### config.mk
export PLATFORM = sky130hd
export DESIGN_NAME = vid_read_port
export DESIGN_NICKNAME = d
export VERILOG_FILES = /design/src/rtl/vrp_pkg.sv /design/src/rtl/vrp_addr_map.sv /design/src/rtl/vrp_addr_reg.sv /design/src/rtl/vrp_status_fx.sv /design/src/rtl/vid_read_port.sv
export SDC_FILE = /design/constraint.sdc
export NUM_CORES = 1
export LEC_CHECK = 0
export BUFFER_PORTS_ARGS = -buffer_cell sky130_fd_sc_hd__buf_2
export CORE_ASPECT_RATIO = 1.4
export CORE_MARGIN = 3
export CORE_UTILIZATION = 40
export CTS_CLUSTER_SIZE = 28
export DETAILED_ROUTE_END_ITERATION = 8
export HOLD_SLACK_MARGIN = 0.03
export PLACE_DENSITY = 0.69
export SYNTH_ARGS = -nofsm -noshare
export SYNTH_HDL_FRONTEND = slang
export SYNTH_SLANG_ARGS = --single-unit
### constraint.sdc
create_clock -name clk -period 2.14 [get_ports clk]
set_input_delay 0.214 -clock clk [delete_from_list [all_inputs] [get_ports clk]]
set_output_delay 0.214 -clock clk [all_outputs]
set_load 0.05 [all_outputs]
### src/rtl/vrp_pkg.sv
package vrp_pkg;
  localparam int BYTE_W = 8;

  typedef enum logic {
    REFILL_PAT = 1'b0,
    REFILL_NT  = 1'b1
  } refill_src_e;

  typedef struct packed {
    logic              is_data;
    logic              is_pal;
    refill_src_e       src;
    logic [BYTE_W-1:0] stat;
    logic [BYTE_W-1:0] mask;
  } stage_t;
endpackage

### src/rtl/vrp_addr_map.sv
module vrp_addr_map
  import vrp_pkg::*;
#(
  parameter int VADDR_W = 15,
  parameter int PAT_AW  = 13,
  parameter int NT_AW   = 14,
  parameter int PAL_AW  = 5
) (
  input  logic [VADDR_W-1:0] addr,
  output logic               is_pal,
  output logic [PAL_AW-1:0]  pal_idx,
  output refill_src_e        src,
  output logic [PAT_AW-1:0]  pat_addr,
  output logic [NT_AW-1:0]   nt_addr
);
  logic [NT_AW-1:0] refill;

  always_comb begin
    is_pal = &addr[13:8];
    if (addr[1:0] == 2'b00) pal_idx = {1'b0, addr[3:2], 2'b00};
    else                    pal_idx = addr[PAL_AW-1:0];
    if (is_pal) refill = {addr[13], 1'b0, addr[11:0]};
    else        refill = addr[NT_AW-1:0];
    src      = refill[13] ? REFILL_NT : REFILL_PAT;
    pat_addr = refill[PAT_AW-1:0];
    nt_addr  = refill;
  end
endmodule

### src/rtl/vrp_addr_reg.sv
module vrp_addr_reg #(
  parameter int VADDR_W    = 15,
  parameter int STEP_SMALL = 1,
  parameter int STEP_LARGE = 32
) (
  input  logic               clk,
  input  logic               rst_n,
  input  logic               load,
  input  logic [VADDR_W-1:0] load_val,
  input  logic               step,
  input  logic               step_down,
  output logic [VADDR_W-1:0] addr
);
  localparam logic [VADDR_W-1:0] INC_S = VADDR_W'(STEP_SMALL);
  localparam logic [VADDR_W-1:0] INC_L = VADDR_W'(STEP_LARGE);

  always_ff @(posedge clk) begin
    if (!rst_n)    addr <= '0;
    else if (load) addr <= load_val;
    else if (step) addr <= addr + (step_down ? INC_L : INC_S);
  end
endmodule

### src/rtl/vrp_status_fx.sv
module vrp_status_fx
  import vrp_pkg::*;
#(
  parameter int POS_W       = 9,
  parameter int VBL_LINE    = 241,
  parameter int NMI_DOT_MAX = 3
) (
  input  logic              clk,
  input  logic              rst_n,
  input  logic              take,
  input  logic              vblank,
  input  logic              spr0,
  input  logic              sprovf,
  input  logic [POS_W-1:0]  line,
  input  logic [POS_W-1:0]  dot,
  output logic [BYTE_W-1:0] stat,
  output logic              vblank_clear,
  output logic              toggle_clear,
  output logic              nmi_cancel
);
  localparam logic [POS_W-1:0] LINE_V = POS_W'(VBL_LINE);
  localparam logic [POS_W-1:0] DOT_V  = POS_W'(NMI_DOT_MAX);

  logic in_window;

  always_comb begin
    stat      = {vblank, spr0, sprovf, {(BYTE_W-3){1'b0}}};
    in_window = (line == LINE_V) && (dot <= DOT_V);
  end

  always_ff @(posedge clk) begin
    if (!rst_n) begin
      vblank_clear <= 1'b0;
      toggle_clear <= 1'b0;
      nmi_cancel   <= 1'b0;
    end else begin
      vblank_clear <= take;
      toggle_clear <= take;
      nmi_cancel   <= take && in_window;
    end
  end
endmodule

### src/rtl/vid_read_port.sv
module vid_read_port
  import vrp_pkg::*;
#(
  parameter int VADDR_W     = 15,
  parameter int PAT_AW      = 13,
  parameter int NT_AW       = 14,
  parameter int PAL_AW      = 5,
  parameter int POS_W       = 9,
  parameter int VBL_LINE    = 241,
  parameter int NMI_DOT_MAX = 3,
  parameter int STEP_LARGE  = 32
) (
  input  logic               clk,
  input  logic               rst_n,
  input  logic               req_valid,
  output logic               req_ready,
  input  logic               req_is_data,
  output logic               rsp_valid,
  input  logic               rsp_ready,
  output logic [7:0]         rsp_data,
  input  logic               flag_vblank,
  input  logic               flag_spr0,
  input  logic               flag_sprovf,
  input  logic [POS_W-1:0]   scan_line,
  input  logic [POS_W-1:0]   scan_dot,
  output logic               vblank_clear,
  output logic               toggle_clear,
  output logic               nmi_cancel,
  input  logic               step_down,
  input  logic [7:0]         gray_mask,
  input  logic               vaddr_load,
  input  logic [VADDR_W-1:0] vaddr_load_val,
  output logic [VADDR_W-1:0] vaddr,
  output logic               pat_rd_en,
  output logic [PAT_AW-1:0]  pat_rd_addr,
  input  logic [7:0]         pat_rd_data,
  output logic               nt_rd_en,
  output logic [NT_AW-1:0]   nt_rd_addr,
  input  logic [7:0]         nt_rd_data,
  output logic               pal_rd_en,
  output logic [PAL_AW-1:0]  pal_rd_addr,
  input  logic [7:0]         pal_rd_data
);
  logic              accept, take_data, take_stat;
  logic              s1_valid_q, rsp_valid_q;
  stage_t            s1_q;
  logic [BYTE_W-1:0] rsp_data_q, buf_q, stat_byte, fetched;
  logic              map_pal;
  refill_src_e       map_src;

  assign req_ready = !s1_valid_q && (!rsp_valid_q || rsp_ready);
  assign accept    = req_valid && req_ready;
  assign take_data = accept && req_is_data;
  assign take_stat = accept && !req_is_data;

  vrp_addr_map #(.VADDR_W(VADDR_W), .PAT_AW(PAT_AW), .NT_AW(NT_AW), .PAL_AW(PAL_AW)) u_map (
    .addr     (vaddr),
    .is_pal   (map_pal),
    .pal_idx  (pal_rd_addr),
    .src      (map_src),
    .pat_addr (pat_rd_addr),
    .nt_addr  (nt_rd_addr)
  );

  vrp_addr_reg #(.VADDR_W(VADDR_W), .STEP_SMALL(1), .STEP_LARGE(STEP_LARGE)) u_areg (
    .clk       (clk),
    .rst_n     (rst_n),
    .load      (vaddr_load),
    .load_val  (vaddr_load_val),
    .step      (take_data),
    .step_down (step_down),
    .addr      (vaddr)
  );

  vrp_status_fx #(.POS_W(POS_W), .VBL_LINE(VBL_LINE), .NMI_DOT_MAX(NMI_DOT_MAX)) u_stat (
    .clk          (clk),
    .rst_n        (rst_n),
    .take         (take_stat),
    .vblank       (flag_vblank),
    .spr0         (flag_spr0),
    .sprovf       (flag_sprovf),
    .line         (scan_line),
    .dot          (scan_dot),
    .stat         (stat_byte),
    .vblank_clear (vblank_clear),
    .toggle_clear (toggle_clear),
    .nmi_cancel   (nmi_cancel)
  );

  assign pal_rd_en = take_data && map_pal;
  assign pat_rd_en = take_data && (map_src == REFILL_PAT);
  assign nt_rd_en  = take_data && (map_src == REFILL_NT);

  assign fetched = (s1_q.src == REFILL_NT) ? nt_rd_data : pat_rd_data;

  always_ff @(posedge clk) begin
    if (!rst_n) begin
      s1_valid_q <= 1'b0;
      s1_q       <= '0;
    end else begin
      s1_valid_q <= accept;
      if (accept) begin
        s1_q.is_data <= req_is_data;
        s1_q.is_pal  <= map_pal;
        s1_q.src     <= map_src;
        s1_q.stat    <= stat_byte;
        s1_q.mask    <= gray_mask;
      end
    end
  end

  always_ff @(posedge clk) begin
    if (!rst_n) begin
      rsp_valid_q <= 1'b0;
      rsp_data_q  <= '0;
      buf_q       <= '0;
    end else begin
      if (s1_valid_q) begin
        rsp_valid_q <= 1'b1;
        if (!s1_q.is_data)    rsp_data_q <= s1_q.stat;
        else if (s1_q.is_pal) rsp_data_q <= pal_rd_data & s1_q.mask;
        else                  rsp_data_q <= buf_q;
        if (s1_q.is_data) buf_q <= fetched;
      end else if (rsp_ready) begin
        rsp_valid_q <= 1'b0;
      end
    end
  end

  assign rsp_valid = rsp_valid_q;
  assign rsp_data  = rsp_data_q;
endmodule

; Word level (Yosys, flattened, before mapping)
; Cells that the tools add are included.
[word_totals]
regBits = 49
latch_bits = 0
mem_bits_rw = 0
mem_bits_ro = 0
output_inout_bits = 63
mem_count = 0
[classes]
add_sub_neg = 1
multipliers = 0
n_div = 0
n_lt_le_gt_ge = 1
n_eq_ne = 1
n_shift = 0
n_mux = 11
bitwise = 2
reduce_logical = 18
[op_table]
columns = cell, n
row1 = 2-to-1 mux 15 bit, 2
row2 = 2-to-1 mux 8 bit, 3
row3 = adder 15 x 6 -> 15 bit, 1
row4 = 2-to-1 mux 13 bit, 1
row5 = "equality test 9 x 8 -> 1 bit, second input constant", 1
row6 = "less-or-equal comparator 9 x 2 -> 1 bit, second input constant", 1
row7 = logical AND 1 bit, 9
row8 = AND 8 bit, 1
row9 = 2-to-1 mux 6 bit, 1
row10 = AND reduction 6 bit, 1
row11 = 2-to-1 mux 5 bit, 1
row12 = nonzero test 2 bit, 2
row13 = zero test 1 bit, 3
row14 = 2-to-1 mux 1 bit, 3
row15 = zero test 2 bit, 1
row16 = AND reduction 2 bit, 1
row17 = logical OR 1 bit, 1
row18 = NOT 1 bit, 1

; Longest topological paths before layout
; Gate-level depths: netlist of the first run.
[depth]
ltp_word = 7
ltp_mapped = 7

; Cells and area by module
; Synthesis of the first run repeated with hierarchy kept, for this count alone.
[hier_totals]
hier_cells = 350
hier_area_um2 = 3007.9
[modules_own_cells]
columns = module, instances, cells_each, area_per_inst_um2, seq_area_each_um2
row1 = vid_read_port, 1, 194, 1726.7, 740.7
row2 = vrp_addr_reg, 1, 101, 858.3, 300.3
row3 = vrp_addr_map, 1, 35, 255.2, 0.0
row4 = vrp_status_fx, 1, 20, 167.7, 40.0

; Least setup slack after synthesis of the first run
; OpenSTA, ideal clock, no wires.
[synth_timing]
path_type = reg2reg
startpoint = register u_areg.addr[0]
endpoint = register u_areg.addr[12]
setup_time_ns = 0.074
arrival_time_ns = 2.133
slack_ns = -0.068
stages_incl_launch_ff = 7
period_less_slack_ns = 2.208
cell_sequence = dfxtp_1 > ha_1 > ha_1 > and3_2 > a31oi_4 > or4_1 > a31oi_1
[synth_via]
elab_chain_cells = 3
[synth_lines]
columns = item, line
row1 = from (decl), vrp_addr_reg.sv:12  ; output logic [VADDR_W-1:0] addr
row2 = from (signal assigned), vrp_addr_reg.sv:19  ; else if (load) addr <= load_val;
row3 = from (signal assigned), vrp_addr_reg.sv:20  ; else if (step) addr <= addr + (step_down ? INC_L : INC_S);
row4 = adder 15 x 6 -> 15 bit, vrp_addr_reg.sv:20
row5 = 2-to-1 mux 15 bit, vrp_addr_reg.sv:20
row6 = 2-to-1 mux 15 bit, vrp_addr_reg.sv:19
; Every way passes these cells. The select of a mux whose other input is x is not followed.
; A chain may end at the register's enable or synchronous reset.

; Worst setup path in the final report of the first run
[layout_timing]
startpoint = register rsp_valid_q (netlist: rsp_valid)
endpoint = output port pal_rd_en
[layout_via]
elab_chain_cells = 6
[layout_lines]
columns = item, line
row1 = from (decl), vid_read_port.sv:45  ; logic s1_valid_q, rsp_valid_q;
row2 = from (signal assigned), vid_read_port.sv:114  ; rsp_valid_q <= 1'b0;
row3 = from (signal assigned), vid_read_port.sv:119  ; rsp_valid_q <= 1'b1;
row4 = from (signal assigned), vid_read_port.sv:125  ; rsp_valid_q <= 1'b0;
row5 = zero test 1 bit, vid_read_port.sv:51  ; assign req_ready = !s1_valid_q && (!rsp_valid_q || rsp_ready);
row6 = logical OR 1 bit, vid_read_port.sv:51
row7 = logical AND 1 bit, vid_read_port.sv:51
row8 = logical AND 1 bit, vid_read_port.sv:52  ; assign accept = req_valid && req_ready;
row9 = logical AND 1 bit, vid_read_port.sv:53  ; assign take_data = accept && req_is_data;
row10 = logical AND 1 bit, vid_read_port.sv:90  ; assign pal_rd_en = take_data && map_pal;
row11 = to (decl), vid_read_port.sv:40  ; output logic pal_rd_en,
; Every way passes these cells.

==> flow_metrics.py, run 1 <==
metrics = {
    "status": {
        "status": "finished clean",
    },
    "power_and_ir_drop": {
        "peakVddDrop_uv": 308,
        "combPwrFrac_pct": 24.8,
        "p_total_uw": 2260,
        "p_switching_uw": 764,
        "p_int_uw": 1500,
        "power.share.switching_pct": 33.8,
        "leakage_uw": 0.00144,
        "power.density_nw_per_um2": 702,
        "power_frac_clock_pct": 30.6,
        "pwr-share-seq_pct": 44.6,
    },
    "yosys": {
        "synth.cell_area_um2": 2630,
        "ys_seq_elements": 49,
        "synth_cell_types": 43,
        "yosysWarnings": 0,
        "syn_area_per_cell_um2": 8.22,
        "synth_edf_count": 0,
        "synth_top_flop_cell": "dfxtp_1",
        "synth_nets": 398,
        "synth-seq-area-share_pct": 37.3,
        "syn_inst": 320,
        "async_flop_share_pct": 0,
    },
    "placement": {
        "hpwl_mm": 5.00,
        "gp_congestion": 0.811,
        "io_buffers": 135,
    },
    "critical_path": {
        "crit_required_ps": 1930,
        "arrival_ps": 1740,
        "crit_path_start": "rsp_valid",
        "reg2reg_to": "u_areg.addr[12]",
        "cp_cell_sequence": "nand2b_1, nand3_1, nor2_1, buf_2",
        "critPathLaunchType": "flop",
        "critPathSlowestCell": "nand3_1",
        "worst-path-max-fanout": 10,
        "ff2ff_path_depth": 6,
        "critPathCapture": "pal_rd_en",
        "max_stage_delay_ps": 380,
        "reg2reg_slack_ps": 270,
        "critical_path_class": "reg2out",
        "end_kind": "primary output",
        "timing.rr.start": "u_areg.addr[0]",
    },
    "sta": {
        "finalCriticalPeriod_ps": 1950,
        "holdWs_ps": 132,
        "setup_viol": 0,
        "hold_viol_final": 0,
        "slew_headroom_pct": 54.3,
        "fin_setup_tns_ps": 0,
        "worstMarginPinSlew_ps": 686,
        "fmax_ghz": 0.513,
        "fin_skew_ps": 4.79,
        "drv_slew": 0,
        "grt_setup_unrepaired": "no",
        "min_period_over_period_pct": 91.1,
    },
    "cells_and_area": {
        "nets": 495,
        "area_delta_synth_final_pct": 22.3,
        "final_common_cell": "buf_2",
        "final_cell_mix": "buf_2, dfxtp_1, nand2_1, nor2_1, a21oi_1",
        "diodes": 0,
        "num-fill-cells": 651,
        "drive_gt1_share_pct": 38.8,
    },
    "global_route": {
        "track_usage_pct": 17.9,
        "antenna_found_initial": 0,
        "grt_overflow": 0,
        "grt_max_degree": 34,
        "grt_first_pass_wirelength_mm": 10.7,
        "grt_pass1_vias": 2318,
    },
    "floorplanning": {
        "die_h_um": 102,
        "ioPinCount": 138,
        "die_w_um": 74.5,
        "start_util_pct": 41.8,
        "rows": 34,
        "dieArea_um2": 7600,
        "core_um2": 6300,
    },
    "clock_tree": {
        "hold_buffers": 0,
        "clkLatencyLatePin_ps": 300,
        "clkSinkCount": 49,
        "cts_tree": "built",
        "cts_root_buf": "clkbuf_8",
        "htreeDepth": 2,
        "cts_resized": 0,
        "cts_buffers": 5,
        "cts_setup_buffers": 0,
        "cts_buffer_depth": 2,
        "clkTransAtPathRegs_ps": 90,
    },
    "routing": {
        "ant_nets": 0,
        "wl_per_cell_um": 13.5,
        "vias": 2516,
        "vias_per_cell": 5.13,
        "drc_errors": 0,
        "drtPass1Iterations": 4,
        "wirelength_mm": 6.63,
        "drt_iter0_drc": 89,
    },
    "job": {
        "drv_cap": 0,
    },
    "worst_hold_path": {
        "hp-class": "in2reg",
    },
}
Yosys cell counts (2+ instances only):
library cell  number  area [um^2]
o21ai_0           21          105
dfxtp_1           49          981
or3_1              3         18.8
a31oi_1           12         75.1
nand2b_1           5         31.3
clkbuf_8           2         27.5
nor2_1            25         93.8
nand4_1            6         37.5
nand2_1           33          124
and3_2             3         22.5
and4_1             2         17.5
xor2_1             3         26.3
nand3_1           14         70.1
or4_1              5         37.5
buf_2              3         15.0
nor2b_1            7         43.8
buf_4             31          233
clkbuf_1          13         48.8
a211oi_1           8         60.1
nor4_1             2         12.5
mux2i_1           11          110
o31ai_1            5         37.5
a21oi_1           24          120
inv_1              7         26.3
ha_1               3         37.5
a311oi_1           2         17.5
clkinv_1           2         7.51
and2_1             3         18.8
and2_2             2         15.0
worst min-delay path by stage:
stage	startpoint	endpoint	slack, ps	cells after the start
2_1_floorplan	vaddr_load	u_areg.addr[5]	320	1
3_3_place_gp	vaddr_load	u_areg.addr[5]	440	2
3_5_place_dp	vaddr_load	u_areg.addr[5]	450	2
4_1_cts	vaddr_load	u_areg.addr[5]	120	2
5_1_grt	gray_mask[6]	s1_q[6]	140	3
6_report	vaddr_load	u_areg.addr[5]	130	2
cell type report:
class / instances / area, um^2 / share of cell area (%)
clock buffer: 6 / 82.6 / 2.57
multi-input combinational: 211 / 1270 / 39.5
sequential: 49 / 982 / 30.5
inverter: 9 / 33.8 / 1.05
clock inverter: 2 / 37.5 / 1.17
timing repair buffer: 141 / 721 / 22.4
tap: 72 / 90.1 / 2.80
critical path, delay by kind of cell (launching register included):
family | cells | cell delay (ps)
flops | 1 | 320
simple gates | 3 | 840
buf+inv | 1 | 290
power groups by stage:
stage | Sequential, uW | Clock [uW] | Combinational, uW
finish | 1010 | 692 | 561
global route | 1020 | 748 | 606
floorplan | 1090 | 0 | 382
CTS | 1010 | 720 | 565
detailed placement | 1030 | 0 | 564
global placement | 1030 | 0 | 561
state kept, by name, summed over array words and instances, names as in the netlist:
name / cells
s1_valid_q: 1
s1_q: 14
u_areg.addr: 15
u_stat.nmi_cancel: 1
rsp_data: 8
u_stat.vblank_clear: 1
rsp_valid: 1
buf_q: 8
cell families after synthesis:
logic type / Yosys count / synth area share [%]
AND/OR/NAND/NOR: 117 / 23.2
flip-flops: 49 / 37.3
XOR/XNOR: 3 / 0.999
buffers and inverters: 60 / 14.4
adder cells (fa/ha/maj): 3 / 1.43
multiplexers: 11 / 4.18
AO/OA/AOI/OAI: 77 / 18.6
per-stage QoR:
step	cells	cell area, um^2	setup WS [ps]	utilization (%)
after detailed placement	482	3100	286	49.2
after floorplan	320	2630	83.0	-
after CTS	490	3220	150	51.1
after global routing	490	3220	30.5	51.1
final	490	3220	190	51.1
after global placement	482	3100	317	49.2
per-layer routing:
metal	GRT usage (%)	part of all wire, %
met4	4.25	0.69
met2	32.5	51
met5	0	0
met3	3.25	6.5
met1	21.3	42
Power figures use the tool's default switching activity.
==> run 2: changes to the inputs <==
--- a/config.mk
+++ b/config.mk
@@ -6,13 +6,14 @@
 export NUM_CORES = 1
 export LEC_CHECK = 0
 export BUFFER_PORTS_ARGS = -buffer_cell sky130_fd_sc_hd__buf_2
-export CORE_ASPECT_RATIO = 1.4
+export CORE_ASPECT_RATIO = 1.1
 export CORE_MARGIN = 3
 export CORE_UTILIZATION = 40
 export CTS_CLUSTER_SIZE = 28
 export DETAILED_ROUTE_END_ITERATION = 8
 export HOLD_SLACK_MARGIN = 0.03
 export PLACE_DENSITY = 0.69
+export SLEW_MARGIN = 10
 export SYNTH_ARGS = -nofsm -noshare
 export SYNTH_HDL_FRONTEND = slang
 export SYNTH_SLANG_ARGS = --single-unit
==> run 2 against run 1 <==
Against the previous run:
- hold slack improved by 4.2 ps
- fmax rose by 0.66%
- global-route usage decreased by 0.24 points
- critical path type is now reg2reg
- critical endpoint is now u_areg.addr[12]
- largest cell class unchanged
==> flow_metrics.py, run 2 (synthesized netlist as in run 1, its figures left out) <==
metrics = {
    "floorplanning": {
        "core_um2": 6270,
        "ioPinCount": 138,
        "die_h_um": 91.1,
        "die_w_um": 83.3,
        "rows": 30,
        "start_util_pct": 42.0,
        "dieArea_um2": 7590,
    },
    "sta": {
        "min_period_over_period_pct": 90.5,
        "slew_headroom_pct": 54.0,
        "hold_viol_final": 0,
        "setup_viol": 0,
        "drv_slew": 0,
        "fmax_ghz": 0.516,
        "fin_skew_ps": 7.02,
        "worstMarginPinSlew_ps": 689,
        "finalCriticalPeriod_ps": 1940,
        "fin_setup_tns_ps": 0,
        "grt_setup_unrepaired": "no",
    },
    "power_and_ir_drop": {
        "power.density_nw_per_um2": 673,
        "leakage_uw": 0.00143,
        "peakVddDrop_uv": 380,
    },
    "global_route": {
        "grt_first_pass_wirelength_mm": 11.2,
        "top_usage_layer": "met2",
        "grt_max_degree": 32,
        "grt_overflow": 0,
        "track_usage_pct": 17.6,
        "grt.met3_usage_pct": 4.99,
        "grtUsageMet2_pct": 30.1,
        "antenna_found_initial": 0,
        "grtUsageMet1_pct": 22.2,
        "grt_pass1_vias": 2336,
    },
    "cells_and_area": {
        "final_cell_mix": "buf_2, dfxtp_1, nand2_1, nor2_1, a21oi_1",
        "diodes": 0,
        "area_delta_synth_final_pct": 22.2,
        "design_area_um2": 3210,
        "nets": 495,
        "drive_gt1_share_pct": 39.0,
        "largest_reg_flops": 15,
        "num-fill-cells": 624,
        "reg_top3": "u_areg.addr x15, s1_q x14",
        "final_common_cell": "buf_2",
        "largest_register": "u_areg.addr",
    },
    "clock_tree": {
        "cts_tree": "built",
        "cts_setup_buffers": 0,
        "cts_resized": 0,
        "cts_buffer_depth": 2,
        "clkTransAtPathRegs_ps": 100,
        "cts_buffers": 5,
        "cts_root_buf": "clkbuf_8",
        "clkLatencyLatePin_ps": 300,
        "hold_buffers": 0,
        "htreeDepth": 2,
        "clkSinkCount": 49,
    },
    "worst_hold_path": {
        "hp-class": "in2reg",
        "min_from": "flag_sprovf",
        "holdPathEnd": "s1_q[13]",
        "hold_depth": 3,
    },
    "placement": {
        "hpwl_mm": 5.05,
        "io_buffers": 135,
        "gp_congestion": 0.765,
        "place_area_um2": 3110,
    },
    "critical_path": {
        "critical_path_class": "reg2reg",
        "reg2reg_to": "u_areg.addr[12]",
        "reg2reg_slack_ps": 200,
        "arrival_ps": 2160,
        "worst-path-max-fanout": 10,
        "timing.rr.start": "u_areg.addr[0]",
        "crit_required_ps": 2360,
        "end_kind": "flop",
        "critPathLaunchType": "flop",
        "ff2ff_path_depth": 6,
    },
    "status": {
        "status": "finished clean",
    },
    "routing": {
        "wl_per_cell_um": 13.4,
        "wirelength_mm": 6.70,
        "vias_per_cell": 5.03,
        "drc_errors": 0,
        "vias": 2505,
        "drt_iter0_drc": 66,
        "ant_nets": 0,
        "drtPass1Iterations": 4,
    },
    "job": {
        "drv_cap": 0,
    },
}
run 2: cell count changes in the layout (fill, tap and decap cells not counted), sizes merged:
| cell | previous run | this run |
|---|---|---|
| clkinvlp | 1 | 0 |
| inv | 7 | 8 |
| clkinv | 2 | 3 |
| bufinv | 1 | 0 |
run 2: area by class of cell:
type,instances,area [um^2],area share (%)
tap,80,100,3.11
timing repair buffer,141,721,22.4
clock buffer,6,82.6,2.57
multi-input combinational,211,1280,39.7
sequential,49,982,30.6
inverter,9,33.8,1.05
clock inverter,2,17.5,0.545
run 2: power breakdown:
part           switching (uW)  internal [uW]
sequential               52.4            955
combinational             401            161
clock                     324            269
run 2: critical path, cell delays in order (launching register included):
cell     delay, ps
dfxtp_2        390
ha_1           200
ha_1           180
and3_2         220
a31oi_4        150
or4_1          550
a31oi_1        180
run 2: through the flow:
| step | utilization (%) | instances | hold WS, ps | power, uW | worst slack [ps] |
|---|---|---|---|---|---|
| 3_5_place_dp | 49.6 | 490 | 451 | 1590 | 206 |
| 4_1_cts | 51.2 | 498 | 129 | 2190 | 113 |
| 2_1_floorplan | - | 320 | 317 | 1480 | 83.0 |
| 6_report | 51.3 | 498 | 137 | 2160 | 203 |
| 5_1_grt | 51.3 | 498 | 121 | 2280 | 102 |
| 3_3_place_gp | 49.6 | 490 | 443 | 1590 | 314 |
run 2: layer usage:
metal / vias up / routed length [um] / part of all wire [%]
li1: 1288 / - / -
met1: 1131 / 3020 / 45
met2: 84 / 3210 / 48
met3: 2 / 443 / 6.6
met4: 0 / 29 / 0.43
met5: - / 0 / 0
run 2: worst max path at each step:
stage / from / end / cells after the start
after floorplan: u_areg.addr[9] / pal_rd_en / 3
after global routing: u_areg.addr[0] / u_areg.addr[12] / 6
after global placement: step_down / u_areg.addr[12] / 8
after CTS: rsp_valid / pal_rd_en / 4
final: u_areg.addr[0] / u_areg.addr[12] / 6
after detailed placement: u_areg.addr[0] / u_areg.addr[12] / 6
